--- config.mk ---
export PLATFORM = sky130hd
export DESIGN_NAME = spi_shift_engine
export DESIGN_NICKNAME = d
export VERILOG_FILES = /design/src/rtl/spi_eng_pkg.sv /design/src/rtl/spi_in_sync.sv /design/src/rtl/spi_baud_gen.sv /design/src/rtl/spi_sel_ctrl.sv /design/src/rtl/spi_shift_engine.sv
export SDC_FILE = /design/constraint.sdc
export NUM_CORES = 1
export LEC_CHECK = 0
export BUFFER_PORTS_ARGS = -buffer_cell sky130_fd_sc_hd__buf_2
export CAP_MARGIN = 40
export CORE_MARGIN = 4
export CORE_UTILIZATION = 40
export CTS_BUF_LIST = sky130_fd_sc_hd__clkbuf_8 sky130_fd_sc_hd__clkbuf_16
export CTS_CLUSTER_SIZE = 24
export DETAILED_ROUTE_END_ITERATION = 8
export SYNTH_ARGS = -nofsm -noshare
export SYNTH_HDL_FRONTEND = slang
export SYNTH_SLANG_ARGS = --single-unit
export TNS_END_PERCENT = 30
--- constraint.sdc ---
create_clock -name clk -period 6.2 [get_ports clk]
set_clock_uncertainty 0.2 [all_clocks]
set_input_delay 1.55 -clock clk [delete_from_list [all_inputs] [get_ports clk]]
set_output_delay 1.55 -clock clk [all_outputs]
set_load 0.01 [all_outputs]
--- src/rtl/spi_eng_pkg.sv ---
package spi_eng_pkg;
   typedef enum logic [1:0] {
      SEL_GPIO     = 2'd0,
      SEL_GPIO_ALT = 2'd1,
      SEL_FAULT    = 2'd2,
      SEL_AUTO     = 2'd3
   } sel_mode_e;

   typedef enum logic [1:0] {
      PIN_TWO_WIRE  = 2'd0,
      PIN_WIRE_IN   = 2'd1,
      PIN_TWO_ALT   = 2'd2,
      PIN_WIRE_OUT  = 2'd3
   } pin_mode_e;
endpackage

--- src/rtl/spi_in_sync.sv ---
module spi_in_sync #(
   parameter int         STAGES = 2,
   parameter logic       RST_VAL = 1'b0
) (
   input  logic clk,
   input  logic rst_n,
   input  logic d,
   output logic q
);
   if (STAGES < 2) begin : g_bad_stages
      $error("spi_in_sync needs at least two stages");
   end

   logic [STAGES-1:0] stg;

   for (genvar i = 0; i < STAGES; i++) begin : g_stage
      if (i == 0) begin : g_first
         always_ff @(posedge clk or negedge rst_n) begin
            if (!rst_n) stg[0] <= RST_VAL;
            else        stg[0] <= d;
         end
      end else begin : g_next
         always_ff @(posedge clk or negedge rst_n) begin
            if (!rst_n) stg[i] <= RST_VAL;
            else        stg[i] <= stg[i-1];
         end
      end
   end

   assign q = stg[STAGES-1];
endmodule

--- src/rtl/spi_baud_gen.sv ---
module spi_baud_gen #(
   parameter int PRE_W  = 3,
   parameter int RATE_W = 4
) (
   input  logic              clk,
   input  logic              rst_n,
   input  logic              run,
   input  logic [PRE_W-1:0]  prescale,
   input  logic [RATE_W-1:0] rate,
   output logic              tick
);
   localparam int RATE_MAX = (1 << RATE_W) - 1;
   localparam int CNT_W    = PRE_W + RATE_MAX + 1;

   if (PRE_W < 1 || RATE_W < 1 || CNT_W > 40) begin : g_bad_div
      $error("spi_baud_gen divider fields out of range");
   end

   logic [CNT_W-1:0] half_w;
   logic [CNT_W-1:0] cnt_q;

   // half bit period in system clocks
   assign half_w = (CNT_W'(prescale) + CNT_W'(1)) << rate;
   assign tick   = run && (cnt_q == half_w - CNT_W'(1));

   always_ff @(posedge clk or negedge rst_n) begin
      if (!rst_n)            cnt_q <= '0;
      else if (!run || tick) cnt_q <= '0;
      else                   cnt_q <= cnt_q + CNT_W'(1);
   end

   // the count never passes the half-bit length while the divisors hold
   assert_cnt_bound_R2: assert property (@(posedge clk) disable iff (!rst_n)
      (run && $stable(prescale) && $stable(rate)) |-> (cnt_q < half_w));
endmodule

--- src/rtl/spi_sel_ctrl.sv ---
module spi_sel_ctrl
   import spi_eng_pkg::*;
#(
   parameter int SYNC_STAGES = 2
) (
   input  logic       clk,
   input  logic       rst_n,
   input  logic       en,
   input  logic       master_req,
   input  logic [1:0] sel_mode,
   input  logic       ss_i,
   input  logic       gpio_ss,
   input  logic       frame_act,
   output logic       ss_sync,
   output logic       master_eff,
   output logic       fault_pulse,
   output logic       ss_o,
   output logic       ss_oe
);
   logic fault_q;
   logic pulse_q;
   logic fault_cond;

   spi_in_sync #(.STAGES(SYNC_STAGES), .RST_VAL(1'b1)) i_ss_sync (
      .clk(clk), .rst_n(rst_n), .d(ss_i), .q(ss_sync)
   );

   assign fault_cond = en && master_req && !fault_q
                       && (sel_mode == SEL_FAULT) && !ss_sync;

   always_ff @(posedge clk or negedge rst_n) begin
      if (!rst_n) begin
         fault_q <= 1'b0;
         pulse_q <= 1'b0;
      end else begin
         pulse_q <= fault_cond;
         if (!master_req)     fault_q <= 1'b0;
         else if (fault_cond) fault_q <= 1'b1;
      end
   end

   assign master_eff  = master_req && !fault_q;
   assign fault_pulse = pulse_q;
   assign ss_oe       = en && master_eff && (sel_mode != SEL_FAULT);
   assign ss_o        = (sel_mode == SEL_AUTO) ? !frame_act : gpio_ss;

   // the fault strobe lasts one cycle
   assert_fault_once_R8: assert property (@(posedge clk) disable iff (!rst_n)
      pulse_q |=> !pulse_q);
   // after a fault the master role is gone
   assert_fault_yield_R8: assert property (@(posedge clk) disable iff (!rst_n)
      pulse_q |-> !master_eff);
endmodule

--- src/rtl/spi_shift_engine.sv ---
module spi_shift_engine
   import spi_eng_pkg::*;
#(
   parameter int WIDE_W      = 16,
   parameter int NARROW_W    = 8,
   parameter int PRE_W       = 3,
   parameter int RATE_W      = 4,
   parameter int SYNC_STAGES = 2
) (
   input  logic              clk,
   input  logic              rst_n,
   input  logic              en,
   input  logic              master_req,
   input  logic              cpol,
   input  logic              cpha,
   input  logic              lsb_first,
   input  logic              wide_frame,
   input  logic [1:0]        sel_mode,
   input  logic [1:0]        pin_mode,
   input  logic [PRE_W-1:0]  prescale,
   input  logic [RATE_W-1:0] rate,
   input  logic              gpio_ss,
   input  logic [WIDE_W-1:0] tx_word,
   input  logic              load,
   output logic [WIDE_W-1:0] rx_word,
   output logic              done,
   output logic              busy,
   output logic              is_master,
   output logic              mode_fault,
   input  logic              sck_i,
   output logic              sck_o,
   output logic              sck_oe,
   input  logic              mosi_i,
   output logic              mosi_o,
   output logic              mosi_oe,
   input  logic              miso_i,
   output logic              miso_o,
   output logic              miso_oe,
   input  logic              ss_i,
   output logic              ss_o,
   output logic              ss_oe
);
   localparam int TW = $clog2(2*WIDE_W + 1);
   localparam int IW = $clog2(WIDE_W);

   if (NARROW_W < 2 || NARROW_W >= WIDE_W || TW <= IW) begin : g_bad_width
      $error("spi_shift_engine frame widths out of range");
   end

   logic              active_q, sck_q, done_q;
   logic [TW-1:0]     t_q, t_inc, two_n, b_raw;
   logic [IW-1:0]     n_m1, b_idx, tx_pos, s_idx, rx_pos;
   logic [WIDE_W-1:0] tx_q, rx_q, rx_nxt;
   logic              tick, ss_sync, master_eff, sck_s, sck_d, sck_edge;
   logic              slave_sel, samp, din, out_bit, drive_ok;

   spi_baud_gen #(.PRE_W(PRE_W), .RATE_W(RATE_W)) i_baud (
      .clk(clk), .rst_n(rst_n), .run(active_q),
      .prescale(prescale), .rate(rate), .tick(tick)
   );

   spi_sel_ctrl #(.SYNC_STAGES(SYNC_STAGES)) i_sel (
      .clk(clk), .rst_n(rst_n), .en(en), .master_req(master_req),
      .sel_mode(sel_mode), .ss_i(ss_i), .gpio_ss(gpio_ss),
      .frame_act(active_q), .ss_sync(ss_sync), .master_eff(master_eff),
      .fault_pulse(mode_fault), .ss_o(ss_o), .ss_oe(ss_oe)
   );

   spi_in_sync #(.STAGES(SYNC_STAGES), .RST_VAL(1'b0)) i_sck_sync (
      .clk(clk), .rst_n(rst_n), .d(sck_i), .q(sck_s)
   );

   always_ff @(posedge clk or negedge rst_n) begin
      if (!rst_n) sck_d <= 1'b0;
      else        sck_d <= sck_s;
   end
   assign sck_edge = sck_s ^ sck_d;

   // frame geometry
   assign two_n = wide_frame ? TW'(2*WIDE_W)  : TW'(2*NARROW_W);
   assign n_m1  = wide_frame ? IW'(WIDE_W-1)  : IW'(NARROW_W-1);
   assign t_inc = t_q + TW'(1);

   // launch pointer: which bit is on the wire at step t_q
   assign b_raw  = cpha ? ((t_q == '0) ? '0 : (t_q - TW'(1)) >> 1) : (t_q >> 1);
   assign b_idx  = (b_raw > TW'(n_m1)) ? n_m1 : b_raw[IW-1:0];
   assign tx_pos = lsb_first ? b_idx : (n_m1 - b_idx);
   assign out_bit = tx_q[tx_pos];

   // sample point: the step that is about to complete
   assign samp   = t_inc[0] ^ cpha;
   assign s_idx  = t_q[IW:1];
   assign rx_pos = lsb_first ? s_idx : (n_m1 - s_idx);

   assign din = master_eff ? (pin_mode[0] ? mosi_i : miso_i)
                           : (pin_mode[0] ? miso_i : mosi_i);

   always_comb begin
      rx_nxt = (t_q == '0) ? '0 : rx_q;
      if (samp) rx_nxt[rx_pos] = din;
   end

   assign slave_sel = en && !master_eff && !ss_sync;

   always_ff @(posedge clk or negedge rst_n) begin
      if (!rst_n) begin
         active_q <= 1'b0;
         sck_q    <= 1'b0;
         done_q   <= 1'b0;
         t_q      <= '0;
         tx_q     <= '0;
         rx_q     <= '0;
      end else begin
         done_q <= 1'b0;
         if (!en) begin
            active_q <= 1'b0;
            sck_q    <= 1'b0;
            t_q      <= '0;
         end else if (master_eff) begin
            if (!active_q) begin
               sck_q <= 1'b0;
               t_q   <= '0;
               if (load) begin
                  active_q <= 1'b1;
                  tx_q     <= tx_word;
               end
            end else if (tick) begin
               if (t_q == two_n) begin
                  active_q <= 1'b0;
                  t_q      <= '0;
                  done_q   <= 1'b1;
               end else begin
                  t_q   <= t_inc;
                  sck_q <= !sck_q;
                  rx_q  <= rx_nxt;
               end
            end
         end else begin
            active_q <= 1'b0;
            sck_q    <= 1'b0;
            if (!slave_sel) begin
               t_q <= '0;
            end else if (sck_edge) begin
               rx_q <= rx_nxt;
               if (t_inc == two_n) begin
                  t_q    <= '0;
                  done_q <= 1'b1;
               end else begin
                  t_q <= t_inc;
               end
            end
            if (load && (t_q == '0)) tx_q <= tx_word;
         end
      end
   end

   assign drive_ok  = (pin_mode != PIN_WIRE_IN);
   assign sck_o     = cpol ^ sck_q;
   assign sck_oe    = en && master_eff;
   assign mosi_o    = out_bit;
   assign mosi_oe   = en && master_eff && drive_ok;
   assign miso_o    = out_bit;
   assign miso_oe   = slave_sel && drive_ok;
   assign rx_word   = rx_q;
   assign done      = done_q;
   assign busy      = active_q || (t_q != '0);
   assign is_master = master_eff;

   assert_sck_idle_R1: assert property (@(posedge clk) disable iff (!rst_n)
      (master_eff && !busy) |-> (sck_o == cpol));

   assert_abort_R11: assert property (@(posedge clk) disable iff (!rst_n)
      !en |=> (!busy && !done));

   assert_step_bound_R5: assert property (@(posedge clk) disable iff (!rst_n)
      (busy && $stable(wide_frame)) |-> (t_q <= two_n));

   assert_done_release_R6: assert property (@(posedge clk) disable iff (!rst_n)
      (done && master_eff && (sel_mode == SEL_AUTO)) |-> ss_o);
endmodule

==> results of run 1 <==
through the flow:
step / setup WS, ns / cells / area [um^2]
after floorplan: 0.0156 / 710 / 5640
after global placement: 0.159 / 927 / 6120
after detailed placement: 0.120 / 928 / 6140
after CTS: 0.0793 / 944 / 6440
after global routing: 0.0190 / 944 / 6460
final: 0.179 / 944 / 6460
how the worst min path moves through the flow:
stage | depth (start not counted) | slack, ns | from | to
after floorplan | 0 | 0.13 | i_sck_sync.stg[0] | i_sck_sync.q
after global placement | 0 | 0.13 | i_sck_sync.stg[0] | i_sck_sync.q
after detailed placement | 0 | 0.13 | i_sck_sync.stg[0] | i_sck_sync.q
after CTS | 0 | 0.15 | i_sck_sync.stg[0] | i_sck_sync.q
after global routing | 0 | 0.16 | i_sck_sync.stg[0] | i_sck_sync.q
final | 0 | 0.15 | i_sck_sync.stg[0] | i_sck_sync.q
sequential cells by signal (all words and copies together), names as in the netlist:
name	cells
i_sel.i_ss_sync.stg	1
i_sck_sync.stg	1
i_baud.cnt_q	19
i_sel.i_ss_sync.q	1
i_sck_sync.q	1
i_sel.fault_pulse	1
sck_d	1
active_q	1
tx_q	16
t_q	6
rx_word	16
sck_q	1
i_sel.fault_q	1
done	1
cell families after synthesis:
logic type	Yosys count	share of synthesized area
adders and majority gates	6	0.0133
muxes	29	0.0673
xor gates and xnor gates	46	0.0729
buffers and inverters	65	0.0473
AOI/OAI and AO/OA	193	0.235
and+or+nand+nor	304	0.266
DFF	67	0.298
power groups by stage:
stage          sequential, mW  clock [mW]  combinational [mW]
2_1_floorplan           0.548           0               0.249
3_3_place_gp            0.540           0               0.373
3_5_place_dp            0.544           0               0.383
4_1_cts                 0.536       0.523               0.385
5_1_grt                 0.543       0.546               0.426
6_report                0.535       0.512               0.387
Yosys cell counts (4+ instances only):
cell	count	area, um^2
clkbuf_1	27	101
a21o_1	5	37.5
o211ai_1	7	52.6
and3_1	15	93.8
xnor2_1	26	228
nor2_1	56	210
nor4_1	5	31.3
a21oi_1	70	350
buf_1	6	22.5
mux4_2	5	113
o211a_1	4	40.0
nand4_1	10	62.6
o21ai_0	14	70.1
nor2b_1	15	93.8
and2_1	9	56.3
inv_1	20	75.1
nand3_1	38	190
or3_1	6	37.5
a31oi_1	7	43.8
a211o_1	17	149
o31ai_1	11	82.6
dfrtp_1	65	1630
a211oi_1	10	75.1
nor3_1	25	125
nand2b_1	12	75.1
xor2_1	19	166
mux2_2	21	236
o32ai_1	5	43.8
buf_2	9	45.0
ha_1	6	75.1
o221ai_1	5	43.8
nand2_1	92	345
final cells by class:
class | count | area [um^2]
Clock inverter | 6 | 65.1
Clock buffer | 10 | 239
Tap cell | 180 | 225
Inverter | 21 | 78.8
Sequential cell | 67 | 1680
Timing Repair Buffer | 82 | 458
Multi-Input combinational cell | 578 | 3720
Fill cell | 1338 | 7360
what timing repair did:
action / CTS / global route
endpoints found under the setup margin: 0 / 2
resized for setup: 0 / 4
buffers inserted: 0 / 0
routing by layer:
metal | up-vias | track usage
met5 | - | 0
met4 | 0 | 0.0492
met3 | 24 | 0.0463
met2 | 198 | 0.300
met1 | 2661 | 0.282
li1 | 2703 | -
==> results.md, run 1 <==
* Starting DRT DRC Count at 645
* Worst hold path class: reg -> reg
* RSZ-0062 raised after global routing: false
* Met3 WL post-DR at 997 um
* Latest clock arrival within the worst-skew pair at 0.33 ns
* Int Pwr at 0.987 mW
* Clock root buffer: clkbuf_16
* Total CTS buffers at 9
* DR pass1 iterations at 5
* Maximum clock path buffer count at 2
* Critical path class: in -> out
* Req. time, crit path at 4.45 ns
* FF-to-FF End: rx_word[6]
* DRC errors left at 0
* Highest metal used: met4
* Hold Vio Cnt, Final at 0
* Area of the die at 16,000 um^2
* Core area at 13,800 um^2
* CP endpoint: miso_o
* Post-layout min period at 6.02 ns
* Worst-Margin Slew at 0.823 ns
* Vias in the first global route at 5,229
* Worst Path Arrival at 4.27 ns
* Async set or reset register ratio after synthesis at 1.00
* Switching pwr at 0.447 mW
* Critical path launch point type: primary input
* DR vias at 5,586
* Chip width at 127 um
* Final worst-path cycle share at 0.971
* Levels on crit path at 12
* Critical Path Max Stage Delay at 0.49 ns
* Fin util at 0.467
* Yosys warns at 0
* Peak VDD IR at 0.210 mV
* Nets at 806
* Die Ht at 127 um
* Setup TNS at 0 ns
* GRT Util Overall at 0.197
* CTS tree: built
* Design Power at 1.43 mW
* WHS at 0.145 ns
* Initial antenna violation count at 0
* DP Wirelength at 12,000 um
* Reg2Reg Depth at 10
* Antenna cells at 0
* Power share of the sequential group at 0.373
* Max-slew violations at 0
* Syn nets at 757
* Post-synthesis cell area at 5630 um^2
* DRT Wirelength at 15,800 um
* Synthesized area per cell at 7.93 um^2
* Synthesized flop and latch total at 67
* Clock transition at path regs at 0.06 ns
* Global placement routability congestion at 0.943
* WL/cell at 16.7 um
* Largest net degree at the start of global routing at 38
* Post-synth top flop: dfrtp_1
* Crit-path max FO at 6
* H-Tree Depth at 3
* Area delta synth->final at 14.7%
* Leading cell type in the layout, fill and taps excluded: nand2_1
* Register area share after synthesis at 0.298
* Final ANT Viol Nets at 0
* Switching Fraction at 0.312
* Wl on met1 at 7490 um
* Gr ovfl total at 0
* Number of buffers added on ports at 68
* Global-route wire length before repair at 26,400 um
* Comb power frac at 0.270
* EDFF count, synth at 0
* Static Leak at 2.66 nW
* Layout cells sized above 1 at 0.190
* Post-DR vias/cell at 5.92
* Max_cap viols at 0
* Launching point of the worst reg2reg path: i_baud.cnt_q[15]
* Critical Path Source: cpha
* Buffers plus inverters on the worst setup path at 4
* Setup-failing EPs final at 0
* Yosys cell types at 72
* Slowest cell on the critical path: mux4_2
* Met2 wire length at 7110 um
* Rel. slew slack at 0.449
* CP Cell Sequence: buf_2 > buf_4 > nand4_1 > nor3_1 > mux2_2 > a21oi_2 > buf_4 > nand2b_1 > xor2_1 > mux4_2 > mux4_2 > buf_2
* Register-to-Register Setup Slack at 2.75 ns
* Fmax achieved at 166 MHz
* Pwr/cell area at 222 nW/um^2
* Critical path endpoint category: output port
* Crit-path leading delay family: multiplexers
* Hold Buf Count CTS at 0
* Status: completed
* Clk pwr share at 0.357
* Post-synthesis cell count at 710
* FP Rows at 43
* Most frequent cells in the layout: nand2_1, a21oi_1, buf_2
* Initial Utilization at 0.407
* Clock sinks at 67
* I/O Pins at 69
Note: power is estimated with default switching activity, not from simulation.
==> run 2: changes to the inputs <==
--- a/constraint.sdc
+++ b/constraint.sdc
@@ -4,2 +4,2 @@
 set_output_delay 1.55 -clock clk [all_outputs]
-set_load 0.01 [all_outputs]
+set_load 0.02 [all_outputs]
==> run 2 against run 1 <==
  * Via count up 1.6%
  * Sequential cell count unchanged
  * Final area up 1.1%
  * Critical endpoint unchanged
  * Total power up 3.0%
  * Largest power group unchanged
  * Non-clock buffer count up 3
==> results.md, run 2 (synthesis gave the netlist of run 1 again) <==
* Min-delay src: i_sck_sync.stg[0]
* Final ANT Viol Nets at 0
* CTS tree: built
* Post-layout min period at 6.06 ns
* DR vias at 5,673
* Peak VDD IR at 0.158 mV
* Slowest cell on the critical path: mux4_2
* Hold Vio Cnt, Final at 0
* End of the worst hold path: i_sck_sync.q
* Critical path launch point type: primary input
* Initial antenna violation count at 0
* Setup-failing EPs final at 0
* Most frequent cells in the layout: nand2_1, a21oi_1, dfrtp_1, buf_2, nor2_1
* Max-slew violations at 0
* Placed Area at 6150 um^2
* Area of the die at 16,000 um^2
* Critical Path Max Stage Delay at 0.54 ns
* Worst Path Arrival at 4.31 ns
* Starting DRT DRC Count at 564
* Clock root buffer: clkbuf_16
* Total CTS buffers at 9
* Buffers plus inverters on the worst setup path at 3
* Antenna cells at 0
* Maximum clock path buffer count at 2
* Post-DR vias/cell at 5.99
* Nets at 809
* Clock transition at path regs at 0.06 ns
* Critical path class: in -> out
* Rel. slew slack at 0.465
* Latest clock arrival within the worst-skew pair at 0.33 ns
* Worst hold path class: reg -> reg
* Layout cells sized above 1 at 0.196
* Hold Crit Depth at 0
* Core area at 13,800 um^2
* Crit-path max FO at 6
* DR pass1 iterations at 4
* Launching point of the worst reg2reg path: i_baud.cnt_q[15]
* Gr ovfl total at 0
* Chip width at 127 um
* Final non-filler cell area at 6530 um^2
* Critical path endpoint category: output port
* Design Power at 1.48 mW
* FF-to-FF End: rx_word[11]
* Number of buffers added on ports at 68
* Global placement routability congestion at 0.930
* Crit-path leading delay family: multiplexers
* Setup TNS at 0 ns
* Leading cell type in the layout, fill and taps excluded: nand2_1
* Fmax achieved at 165 MHz
* Register-to-Register Setup Slack at 2.79 ns
* Max_cap viols at 0
* Critical Path Source: cpha
* I/O Pins at 69
* Initial Utilization at 0.407
* FP Rows at 43
* Area delta synth->final at 16.0%
* Final Non-Filler Cells at 947
* DP Wirelength at 12,300 um
* CP Cell Sequence: buf_6 > buf_4 > nand4_1 > nor3_2 > mux2_2 > a21oi_4 > nand2_2 > xor2_4 > mux4_2 > mux4_2 > buf_6
* Req. time, crit path at 4.45 ns
* Worst-Margin Slew at 0.800 ns
* DRC errors left at 0
* Max reg flops at 19
* Clock sinks at 67
* Die Ht at 127 um
* Largest reg by FF count: i_baud.cnt_q
* Global-route wire length before repair at 26,500 um
* GRT Util Overall at 0.200
* DRT Wirelength at 16,300 um
* Vias in the first global route at 5,325
* Final worst-path cycle share at 0.978
* Reg2Reg Depth at 10
* Static Leak at 2.68 nW
* Placed Cells at 929
* Pwr/cell area at 226 nW/um^2
* H-Tree Depth at 3
* WL/cell at 17.2 um
* Status: completed
* Largest net degree at the start of global routing at 58
[run 2: changes by cell type in the layout (fill, tap and decap cells not counted), sizes merged]
cell      change
inv           +1
clkinvlp      +1
buf           +3
clkbuf        -1
clkinv        -1
[run 2: what timing repair did]
action                                  in CTS  in global routing
gates resized for setup                      1                 14
pin swaps                                    0                  4
setup buffers                                0                  2
endpoints found under the setup margin       2                  2
hold buffers                                 0                  0
[run 2: worst max-delay path by stage]
stage	end	cells past startpoint
after floorplan	mosi_o	14
after detailed placement	miso_o	11
after global placement	miso_o	14
final	miso_o	11
after CTS	miso_o	14
after global routing	miso_o	14
[run 2: area by class of cell]
cell class / instances / area [um^2]
clock inverter: 7 / 71.3
fill: 1349 / 7290
clock buffer: 9 / 225
multi-input combinational: 578 / 3750
timing repair buffer: 85 / 507
inverter: 21 / 78.8
sequential: 67 / 1680
tap: 180 / 225
[run 2: routing by layer]
| layer | track usage | vias to the layer above | part of all wire |
|---|---|---|---|
| met2 | 0.326 | 174 | 0.48 |
| met4 | 0.0467 | 0 | 0.014 |
| met5 | 0 | - | 0 |
| met3 | 0.0375 | 21 | 0.052 |
| met1 | 0.277 | 2769 | 0.46 |
| li1 | - | 2709 | - |
[run 2: where the power goes]
group	switching, mW	internal [mW]	total (mW)
combinational	0.255	0.184	0.439
clock	0.191	0.310	0.501
sequential	0.0428	0.494	0.537
total	0.489	0.988	1.48
[run 2: through the flow]
| stage | worst slack [ns] | utilization | hold WS (ns) |
|---|---|---|---|
| 6_report | 0.137 | 0.472 | 0.153 |
| 5_1_grt | -0.0117 | 0.472 | 0.164 |
| 4_1_cts | 0.0401 | 0.467 | 0.155 |
| 3_5_place_dp | 0.00948 | 0.445 | 0.142 |
| 3_3_place_gp | 0.0920 | 0.443 | 0.134 |
| 2_1_floorplan | 0.0385 | - | 0.131 |
==> run 3: changes to the inputs <==
REMOVE_ABC_BUFFERS = 1   (was unset)
TNS_END_PERCENT = unset   (was 30)
==> run 3 against run 2 <==
  * Wire length increased by 2.9%
  * Utilization decreased by 0.16 points
  * Highest routed layer unchanged
  * Maximum frequency decreased by 0.11%
  * Largest cell class unchanged
  * Via count increased by 0.19%
  * Largest power group is now the clock network
  * Combinational power decreased by 3%
  * Global-route usage increased by 1.1 points
  * Critical path type unchanged
  * Clock-buffer cell count increased by 4
  * First-iteration DRC count increased by 25%
==> results.md, run 3 (synthesis gave the netlist of run 1 again) <==
* Status: completed
* Peak VDD IR at 0.175 mV
* End of the worst hold path: i_sck_sync.q
* Clock transition at path regs at 0.05 ns
* FF-to-FF End: rx_word[5]
* Worst hold path class: reg -> reg
* Launching point of the worst reg2reg path: i_baud.cnt_q[15]
* Hold Vio Cnt, Final at 0
* Rel. slew slack at 0.469
* Min-delay src: i_sck_sync.stg[0]
* Switching Fraction at 0.314
* Global placement routability congestion at 0.923
* Comb power frac at 0.274
* Antenna cells at 0
* Clock root buffer: clkbuf_16
* FP Rows at 43
* Post-layout min period at 6.07 ns
* Area of the die at 16,000 um^2
* Most frequent cells in the layout: nand2_1, a21oi_1, buf_2
* Placed Cells at 930
* Critical path launch point type: primary input
* Global-route wire length before repair at 27,600 um
* DRC errors left at 0
* H-Tree Depth at 3
* Switching pwr at 0.488 mW
* Final Non-Filler Cells at 946
* Leading cell type in the layout, fill and taps excluded: nand2_1
* DRT Wirelength at 16,700 um
* Core area at 13,800 um^2
* Power share of the sequential group at 0.347
* Hold Buf Count CTS at 0
* Worst Path Arrival at 4.32 ns
* WL/cell at 17.7 um
* Hold Crit Depth at 0
* Initial antenna violation count at 0
* RSZ-0062 raised after global routing: false
* Int Pwr at 1.06 mW
* Final ANT Viol Nets at 0
* Critical path class: in -> out
* Worst-Margin Slew at 0.794 ns
* Reg2Reg Depth at 10
* Setup-failing EPs final at 0
* Crit-path max FO at 4
* Register-to-Register Setup Slack at 2.75 ns
* Post-DR vias/cell at 6.01
* Pwr/cell area at 238 nW/um^2
* Starting DRT DRC Count at 704
* Latest clock arrival within the worst-skew pair at 0.34 ns
* Vias in the first global route at 5,408
* Fmax achieved at 165 MHz
* Postcts setup bufs at 0
* DR vias at 5,684
* Area delta synth->final at 15.6%
* Final worst-path cycle share at 0.979
* Clock sinks at 67
* Number of buffers added on ports at 68
* Initial Utilization at 0.407
* GRT Util Overall at 0.211
* Req. time, crit path at 4.45 ns
* CTS tree: built
* DR pass1 iterations at 6
* Chip width at 127 um
* Register area at 1680 um^2
* I/O Pins at 69
* DP Wirelength at 12,400 um
* Setup TNS at 0 ns
* Critical path endpoint category: output port
* Clk pwr share at 0.379
* Max-slew violations at 0
* Largest net degree at the start of global routing at 58
* Multi-input logic area at 3700 um^2
* Nets at 808
* Layout cells sized above 1 at 0.188
* Layout filler cell count at 1,355
* Static Leak at 2.68 nW
* Die Ht at 127 um
* Max reg flops at 19
* Max_cap viols at 0
* Gates resized, CTS repair at 0
* Total CTS buffers at 9
* Maximum clock path buffer count at 2
* Gr ovfl total at 0
* Largest reg by FF count: i_baud.cnt_q
-- run 3: cell count changes in the layout (fill, tap and decap cells not counted), moves of 2 or more --
cell	delta
buf_2	+3
clkinv_4	-2
clkbuf_8	+4
nor2_1	+2
nand2_1	+2
buf_6	-3
-- run 3: worst max-delay path by stage --
stage          slack (ns)  cells past startpoint  startpoint      to
2_1_floorplan        0.17                     12        cpha  miso_o
3_3_place_gp         0.22                     15        cpha  miso_o
3_5_place_dp         0.13                     15        cpha  mosi_o
4_1_cts              0.12                     15        cpha  mosi_o
5_1_grt             0.005                     15        cpha  miso_o
6_report             0.13                     15        cpha  miso_o
-- run 3: worst max-delay path, stage by stage --
cell and delay [ns]:
buf_2 0.09, nand2_1 0.07, nor2_1 0.13, nor2_1 0.06, a21oi_1 0.16, inv_1 0.08
ha_1 0.28, nand4b_1 0.14, a21oi_2 0.20, nand2_1 0.08, xor2_1 0.15, buf_4 0.17
mux4_2 0.49, mux4_2 0.49, buf_2 0.18
-- run 3: final cells by class --
cell class                      count  area share
Clock buffer                       13      0.0431
Clock inverter                      3      0.0104
Inverter                           21      0.0121
Multi-Input combinational cell    578       0.568
Sequential cell                    67       0.258
Tap cell                          180      0.0346
Timing Repair Buffer               84      0.0738
-- run 3: power by group through the flow --
stage,Clock (mW),Combinational [mW],Sequential (mW)
2_1_floorplan,0,0.235,0.573
3_3_place_gp,0,0.411,0.543
3_5_place_dp,0,0.422,0.546
4_1_cts,0.600,0.424,0.539
5_1_grt,0.624,0.463,0.546
6_report,0.588,0.425,0.539
-- run 3: stage by stage --
step	setup slack [ns]	hold WS, ns	instance area [um^2]	utilization	power (mW)
after global routing	0.00506	0.167	6510	0.471	1.63
after floorplan	0.165	0.131	5450	-	0.809
after detailed placement	0.135	0.138	6150	0.445	0.968
after global placement	0.223	0.135	6120	0.443	0.954
after CTS	0.118	0.153	6500	0.470	1.56
final	0.130	0.149	6510	0.471	1.55
-- run 3: layer usage --
metal  global-route usage  part of all wire  routed length, um
met3               0.0446             0.070               1170
met1                0.287              0.44               7440
met2                0.331              0.46               7770
met4               0.0776             0.021                358
met5                    0                 0                  0
